$ cat config.mk
export PLATFORM = sky130hd
export DESIGN_NAME = ctl_ep_rx_responder
export DESIGN_NICKNAME = d
export VERILOG_FILES = /design/src/rtl/ctl_ep_pkg.sv /design/src/rtl/ctl_ep_phase.sv /design/src/rtl/ctl_ep_decide.sv /design/src/rtl/ctl_ep_statreg.sv /design/src/rtl/ctl_ep_rx_responder.sv
export SDC_FILE = /design/constraint.sdc
export NUM_CORES = 1
export LEC_CHECK = 0
export BUFFER_PORTS_ARGS = -buffer_cell sky130_fd_sc_hd__buf_2
export CAP_MARGIN = 20
export CORE_MARGIN = 5
export CORE_UTILIZATION = 49
export CTS_CLUSTER_SIZE = 40
export DETAILED_ROUTE_END_ITERATION = 8
export PLACE_DENSITY = 0.88
export SLEW_MARGIN = 20
export SYNTH_ARGS = -nofsm -noshare
export SYNTH_HDL_FRONTEND = slang
export SYNTH_SLANG_ARGS = --single-unit
$ cat constraint.sdc
create_clock -name clk -period 4.82 [get_ports clk]
set_clock_uncertainty 0.05 [all_clocks]
set_input_delay 0.482 -clock clk [delete_from_list [all_inputs] [get_ports clk]]
set_output_delay 0.482 -clock clk [all_outputs]
set_load 0.02 [all_outputs]
$ cat src/rtl/ctl_ep_pkg.sv
package ctl_ep_pkg;

    localparam int CNT_W      = 4;
    localparam int FIFO_BYTES = 8;
    localparam int CRC_BYTES  = 2;
    localparam int MAX_CNT    = FIFO_BYTES + CRC_BYTES;

    typedef enum logic [1:0] {
        TK_SETUP = 2'd0,
        TK_OUT   = 2'd1,
        TK_IN    = 2'd2,
        TK_RSVD  = 2'd3
    } tok_e;

    typedef enum logic [1:0] {
        HS_ACK   = 2'd0,
        HS_NAK   = 2'd1,
        HS_STALL = 2'd2,
        HS_NONE  = 2'd3
    } hs_e;

    typedef enum logic [1:0] {
        PH_IDLE  = 2'd0,
        PH_SETUP = 2'd1,
        PH_OUT   = 2'd2
    } phase_e;

    // Packed so that setup_f lands on bit 0 and cnt on the top nibble.
    typedef struct packed {
        logic [CNT_W-1:0] cnt;
        logic             tgl;
        logic             in_f;
        logic             out_f;
        logic             setup_f;
    } rxstat_t;

    typedef struct packed {
        logic fifo_wr;
        logic upd_tgl;
        logic upd_cnt;
        logic irq;
        hs_e  hs;
    } resp_t;

    function automatic logic is_status_stage(logic [CNT_W-1:0] cnt, logic tgl);
        return tgl && (cnt == CNT_W'(CRC_BYTES));
    endfunction

    function automatic logic is_overlong(logic [CNT_W-1:0] cnt);
        return cnt > CNT_W'(MAX_CNT);
    endfunction

    function automatic logic [CNT_W-1:0] fifo_bytes(logic [CNT_W-1:0] cnt);
        return (cnt > CNT_W'(FIFO_BYTES)) ? CNT_W'(FIFO_BYTES) : cnt;
    endfunction

    function automatic resp_t nothing(hs_e hs);
        resp_t r;
        r.fifo_wr = 1'b0;
        r.upd_tgl = 1'b0;
        r.upd_cnt = 1'b0;
        r.irq     = 1'b0;
        r.hs      = hs;
        return r;
    endfunction

endpackage

$ cat src/rtl/ctl_ep_phase.sv
module ctl_ep_phase
    import ctl_ep_pkg::*;
(
    input  logic   clk,
    input  logic   rst,
    input  logic   tok_vld,
    input  tok_e   tok,
    input  logic   dat_done,
    output phase_e phase,
    output logic   commit
);

    phase_e phase_q, phase_d;

    assign commit = dat_done && (phase_q != PH_IDLE);
    assign phase  = phase_q;

    always_comb begin
        phase_d = phase_q;
        if (commit) begin
            phase_d = PH_IDLE;
        end
        if (tok_vld) begin
            unique case (tok)
                TK_SETUP: phase_d = PH_SETUP;
                TK_OUT:   phase_d = PH_OUT;
                TK_IN:    phase_d = PH_IDLE;
                default:  phase_d = phase_d;
            endcase
        end
    end

    always_ff @(posedge clk) begin
        if (rst) begin
            phase_q <= PH_IDLE;
        end else begin
            phase_q <= phase_d;
        end
    end

endmodule

$ cat src/rtl/ctl_ep_decide.sv
module ctl_ep_decide
    import ctl_ep_pkg::*;
(
    input  phase_e           phase,
    input  logic             dat_err,
    input  logic [CNT_W-1:0] dat_cnt,
    input  logic             dat_tgl,
    input  logic             ctl_stall,
    input  logic             ctl_status,
    input  logic             ctl_out_en,
    output resp_t            resp,
    output logic             bad,
    output logic [CNT_W-1:0] len
);

    logic stat_ok;

    assign bad     = dat_err || is_overlong(dat_cnt);
    assign stat_ok = is_status_stage(dat_cnt, dat_tgl);
    assign len     = fifo_bytes(dat_cnt);

    always_comb begin
        resp = nothing(HS_NONE);
        unique case (phase)
            PH_SETUP: begin
                resp.fifo_wr = 1'b1;
                resp.upd_tgl = 1'b1;
                resp.upd_cnt = 1'b1;
                resp.irq     = 1'b1;
                resp.hs      = bad ? HS_NONE : HS_ACK;
            end
            PH_OUT: begin
                if (ctl_stall) begin
                    resp = nothing(bad ? HS_NONE : HS_STALL);
                end else if (ctl_status) begin
                    resp.upd_tgl = 1'b1;
                    if (bad) begin
                        resp.hs = HS_NONE;
                    end else begin
                        resp.upd_cnt = 1'b1;
                        resp.irq     = 1'b1;
                        resp.hs      = stat_ok ? HS_ACK : HS_STALL;
                    end
                end else if (ctl_out_en) begin
                    resp.fifo_wr = 1'b1;
                    resp.upd_tgl = 1'b1;
                    resp.upd_cnt = 1'b1;
                    resp.irq     = 1'b1;
                    resp.hs      = bad ? HS_NONE : HS_ACK;
                end else begin
                    resp = nothing(bad ? HS_NONE : HS_NAK);
                end
            end
            default: resp = nothing(HS_NONE);
        endcase
    end

endmodule

$ cat src/rtl/ctl_ep_statreg.sv
module ctl_ep_statreg
    import ctl_ep_pkg::*;
(
    input  logic             clk,
    input  logic             rst,
    input  logic             tok_vld,
    input  tok_e             tok,
    input  logic             cpu_wr,
    input  logic             setup_busy,
    input  logic             commit,
    input  resp_t            resp,
    input  logic             bad,
    input  logic [CNT_W-1:0] dat_cnt,
    input  logic             dat_tgl,
    output rxstat_t          stat,
    output logic             invalid
);

    rxstat_t stat_q, stat_d;
    logic    inv_q;

    always_comb begin
        stat_d = stat_q;
        if (cpu_wr) begin
            stat_d.cnt   = '0;
            stat_d.in_f  = 1'b0;
            stat_d.out_f = 1'b0;
            if (!setup_busy) begin
                stat_d.setup_f = 1'b0;
            end
        end
        if (tok_vld && (tok != TK_RSVD)) begin
            stat_d.out_f = (tok == TK_OUT);
            stat_d.in_f  = (tok == TK_IN);
            if (tok == TK_SETUP) begin
                stat_d.setup_f = 1'b1;
            end
        end
        if (commit) begin
            if (resp.upd_tgl) stat_d.tgl = dat_tgl;
            if (resp.upd_cnt) stat_d.cnt = dat_cnt;
        end
    end

    always_ff @(posedge clk) begin
        if (rst) begin
            stat_q <= '0;
            inv_q  <= 1'b0;
        end else begin
            stat_q <= stat_d;
            if (commit) begin
                inv_q <= bad;
            end
        end
    end

    assign stat    = stat_q;
    assign invalid = inv_q;

endmodule

$ cat src/rtl/ctl_ep_rx_responder.sv
module ctl_ep_rx_responder
    import ctl_ep_pkg::*;
(
    input  logic             clk,
    input  logic             rst,
    input  logic             tok_vld,
    input  logic [1:0]       tok_type,
    input  logic             dat_done,
    input  logic             dat_err,
    input  logic [CNT_W-1:0] dat_cnt,
    input  logic             dat_tgl,
    input  logic             ctl_stall,
    input  logic             ctl_status,
    input  logic             ctl_out_en,
    input  logic             cpu_wr,
    output logic [7:0]       rx_stat,
    output logic             rx_invalid,
    output logic             fifo_blk,
    output logic             fifo_wr,
    output logic [CNT_W-1:0] fifo_len,
    output logic             irq,
    output logic             hs_vld,
    output logic [1:0]       hs_code
);

    tok_e             tok;
    phase_e           phase;
    logic             commit;
    resp_t            resp;
    logic             bad;
    logic [CNT_W-1:0] len;
    rxstat_t          stat;

    logic             irq_q, fwr_q, hsv_q;
    logic [CNT_W-1:0] len_q;
    hs_e              hs_q;

    assign tok = tok_e'(tok_type);

    ctl_ep_phase u_phase (
        .clk      (clk),
        .rst      (rst),
        .tok_vld  (tok_vld),
        .tok      (tok),
        .dat_done (dat_done),
        .phase    (phase),
        .commit   (commit)
    );

    ctl_ep_decide u_decide (
        .phase      (phase),
        .dat_err    (dat_err),
        .dat_cnt    (dat_cnt),
        .dat_tgl    (dat_tgl),
        .ctl_stall  (ctl_stall),
        .ctl_status (ctl_status),
        .ctl_out_en (ctl_out_en),
        .resp       (resp),
        .bad        (bad),
        .len        (len)
    );

    ctl_ep_statreg u_stat (
        .clk        (clk),
        .rst        (rst),
        .tok_vld    (tok_vld),
        .tok        (tok),
        .cpu_wr     (cpu_wr),
        .setup_busy (phase == PH_SETUP),
        .commit     (commit),
        .resp       (resp),
        .bad        (bad),
        .dat_cnt    (dat_cnt),
        .dat_tgl    (dat_tgl),
        .stat       (stat),
        .invalid    (rx_invalid)
    );

    always_ff @(posedge clk) begin
        if (rst) begin
            irq_q <= 1'b0;
            fwr_q <= 1'b0;
            hsv_q <= 1'b0;
            len_q <= '0;
            hs_q  <= HS_NONE;
        end else begin
            irq_q <= commit && resp.irq;
            fwr_q <= commit && resp.fifo_wr;
            hsv_q <= commit;
            len_q <= (commit && resp.fifo_wr) ? len : '0;
            hs_q  <= commit ? resp.hs : HS_NONE;
        end
    end

    assign rx_stat  = stat;
    assign fifo_blk = stat.setup_f;
    assign fifo_wr  = fwr_q;
    assign fifo_len = len_q;
    assign irq      = irq_q;
    assign hs_vld   = hsv_q;
    assign hs_code  = hs_q;

endmodule

==> results by group <==
Detailed routing
  • First-pass detailed-route iteration total: 4
  • Final ANT Viol Nets: 0
  • Detailed Route Iter0 Violations: 6
  • Routed WL per cell: roughly 13 µm
  • DR DRC count: 0
  • Vias: 740
  • Drt total wl: 1.812 mm
  • DR vias/cell: about 5.4

Clocking
  • CTS Buffer Depth: 2
  • CTS root buf: clkbuf_4
  • TritonCTS clock tree: built
  • Clock Latency Late Sink: about 0.29 ns
  • Total clock buffers created by CTS: 3
  • Number of clock sinks: 20
  • Post-CTS Setup Inserts: 0
  • Cells resized by post-CTS repair: 0
  • Clock-pin slew on the worst setup and hold paths: 0.10 ns
  • Hold-fix buffers, CTS: 0
  • Htree depth: 1

Critical path
  • Worst setup path end: fifo_len[0]$_SDFF_PP0_
  • Crit Path Max Fanout: 6
  • Reg2Reg Launch Point: u_phase.phase[0]$_SDFF_PP0_
  • Worst setup startpoint: u_phase.phase[0]$_SDFF_PP0_
  • CP Class: flop to flop
  • Arrival @ worst endpoint: 2.05 ns
  • Req. time, crit path: between 4 and 5 ns
  • Setup crit start kind: flop
  • RR Endpoint: fifo_len[0]$_SDFF_PP0_
  • Reg2reg path depth: 6
  • Worst setup EP type: flop
  • Register-to-register setup slack: between 2 and 3 ns

Global route
  • Largest net degree at the start of global routing: 13
  • Initial antenna violation count: 0
  • First-pass GRT wire length: 3.049 mm
  • Grt ovf: 0
  • Total track usage: ~15%
  • Vias in the first global route: approximately 750

Min path
  • Type of the worst min-delay path: input pin to flop
  • Worst hold stages: 2

Yosys
  • Syn_nets: roughly 110
  • Library cells used by synthesis: 25
  • Mux share of post-synthesis cell area: 0%
  • Syn Area/Cell: 9.521 µm²
  • Gate Count Post-Synth: 87
  • Synth warn: 0
  • Compound-Gate Fraction of Synth Area: approximately 18%
  • Seq/Total Area, Yosys: around half
  • Post-synth EDFFs: 0
  • Top-area cell type share of the netlist area: between 40% and 50%
  • Main combinational cell family by area after synthesis: simple AND/OR/NAND/NOR gates
  • Post-synth ARST share: 0%
  • Post-Synth XOR/XNOR Area: 0%
  • Synth Area in Adders: 4.532%
  • Leading area contributor after synthesis: dfxtp_1
  • Mapped cell area: roughly 830 µm²
  • Most frequent cell after synthesis: dfxtp_1
  • Synth area leaders: dfxtp_1 (48%), ha_1 (4.5%), nor2_1 (4.5%)
  • Yosys reg bits: 20
  • Synth Area in Simple Gates: 24.62%
  • Post-synth top cells: dfxtp_1 (20), nor2_1 (10), inv_1 (7)
  • Synth Flop Type: dfxtp_1

Timing
  • Setup TNS: 0 ns
  • Highest clock rate: 0.5284 GHz
  • Final setup violation count: 0
  • Slew Limit Fails: 0
  • Hold_ws: 0.3832 ns
  • Final hold viol count: 0
  • Slew margin rel.: 64.60%
  • Tightest Pin Transition: 0.5285 ns
  • RSZ-0062 raised after global routing: no
  • Tmin final: 1.892 ns
  • Fin crit share: between 30% and 40%

Die
  • Die area: ~2600 µm²
  • Die height: about 50 µm
  • Chip width: 51.12 µm
  • Row count: 14
  • I/O pin cnt: 35
  • Starting Density: between 50% and 60%
  • Core area: 1559 µm²

Layout
  • Nets@finish: approximately 140
  • Antenna diode count: 0
  • P&R area growth vs syn: 24.32%
  • Ratio of cells with drive above 1 in the final layout: 32.79%

Power and ir drop
  • Pwr/cell area: 271.7 nW/µm²
  • Static Leakage: ~0.48 nW
  • Maximum VDD drop: 0.1336 mV

Placed design
  • Gpl congestion: roughly 0.77
  • DP HPWL: 1.494 mm
  • Port Buffers: 34

Run status
  • Status: finished clean

Job
  • Max cap viols: 0
==> critical path, cell delays in order (launching register included) <==
cell and delay (ns):
dfxtp_1 0.38, inv_1 0.08, ha_1 0.21, nand2b_1 0.23, nor3b_1 0.32, o21ai_0 0.27, nor3b_1 0.27
==> how the worst min path moves through the flow <==
stage	startpoint	endpoint	slack, ns
2_1_floorplan	u_phase.phase[0]$_SDFF_PP0_	u_phase.phase[0]$_SDFF_PP0_	0.45
3_3_place_gp	u_stat.stat[5]$_SDFF_PP0_	u_stat.stat[5]$_SDFF_PP0_	0.41
3_5_place_dp	u_stat.stat[4]$_SDFF_PP0_	u_stat.stat[4]$_SDFF_PP0_	0.41
4_1_cts	dat_cnt[3]	fifo_len[2]$_SDFF_PP0_	0.38
5_1_grt	tok_vld	u_stat.stat[1]$_SDFFE_PP0P_	0.39
6_report	dat_cnt[3]	fifo_len[2]$_SDFF_PP0_	0.38
==> final cells by class <==
type                       instances  area [µm²]
timing repair buffer              34       170.2
tap                               16       20.02
multi-input combinational         58       390.4
sequential                        20       400.4
inverter                           7       26.28
fill                             141       529.3
clock buffer                       3       22.52
==> through the flow <==
step / total power (W) / std cells / utilization, % / setup slack (ns) / cell area [µm²]
4_1_cts: 0.0002820 / 138 / 66.05 / 2.940 / 1030
5_1_grt: 0.0002964 / 138 / 66.05 / 2.735 / 1030
3_3_place_gp: 0.0002086 / 135 / 64.61 / 3.022 / 1007
6_report: 0.0002798 / 138 / 66.05 / 2.928 / 1030
2_1_floorplan: 0.0001939 / 87 / - / 3.233 / 828.3
3_5_place_dp: 0.0002099 / 135 / 64.61 / 2.975 / 1007
==> sequential cells by signal, summed over array words and instances, names as in the netlist <==
name	flops
u_phase.phase	2
irq	1
hs_code	2
fifo_len	4
u_stat.stat	8
fifo_wr	1
u_stat.invalid	1
hs_vld	1
==> routing by layer <==
| metal | vias to the layer above | share of wire, % | track usage [%] | wire, µm |
|---|---|---|---|---|
| met5 | - | 0 | 0 | 0 |
| li1 | 374 | - | - | - |
| met1 | 334 | 42 | 17.03 | 752 |
| met2 | 28 | 48 | 26.82 | 871 |
| met4 | 0 | 1.7 | 8.520 | 30 |
| met3 | 4 | 8.7 | 3.779 | 157 |
==> layout by cell type, fill, tap and decap left out <==
cell type  count
nor3_1         3
o41ai_1        1
buf_2         34
nor2b_1        2
a22o_1         4
nand2b_1       5
nor3b_1        4
a31oi_1        2
o31a_1         1
clkbuf_4       3
nor2_1        10
nor4b_1        1
a211oi_1       3
dfxtp_1       20
a221oi_1       1
nand2_1        5
o21ai_0        4
a21oi_1        4
nand3b_1       1
nor4b_2        1
a211oi_2       1
inv_1          7
ha_1           3
nor4_4         1
or2_0          1
==> where the power goes <==
part / total (W) / switching [W] / leakage, nW / internal [W]
combinational: 0.0000368 / 0.0000224 / 0.300 / 0.0000144
sequential: 0.000170 / 0.00000160 / 0.162 / 0.000168
clock: 0.0000734 / 0.0000443 / 0.0138 / 0.0000290
==> kinds of logic (layout without fill, tap and decap cells) <==
| kind of cell | after synthesis | after routing |
|---|---|---|
| adders and majority gates | 3 | 3 |
| DFF | 20 | 20 |
| and+or+nand+nor | 34 | 34 |
| AOI/OAI and AO/OA | 21 | 21 |
| buffers and inverters | 9 | 44 |
Power figures use the tool's default switching activity.
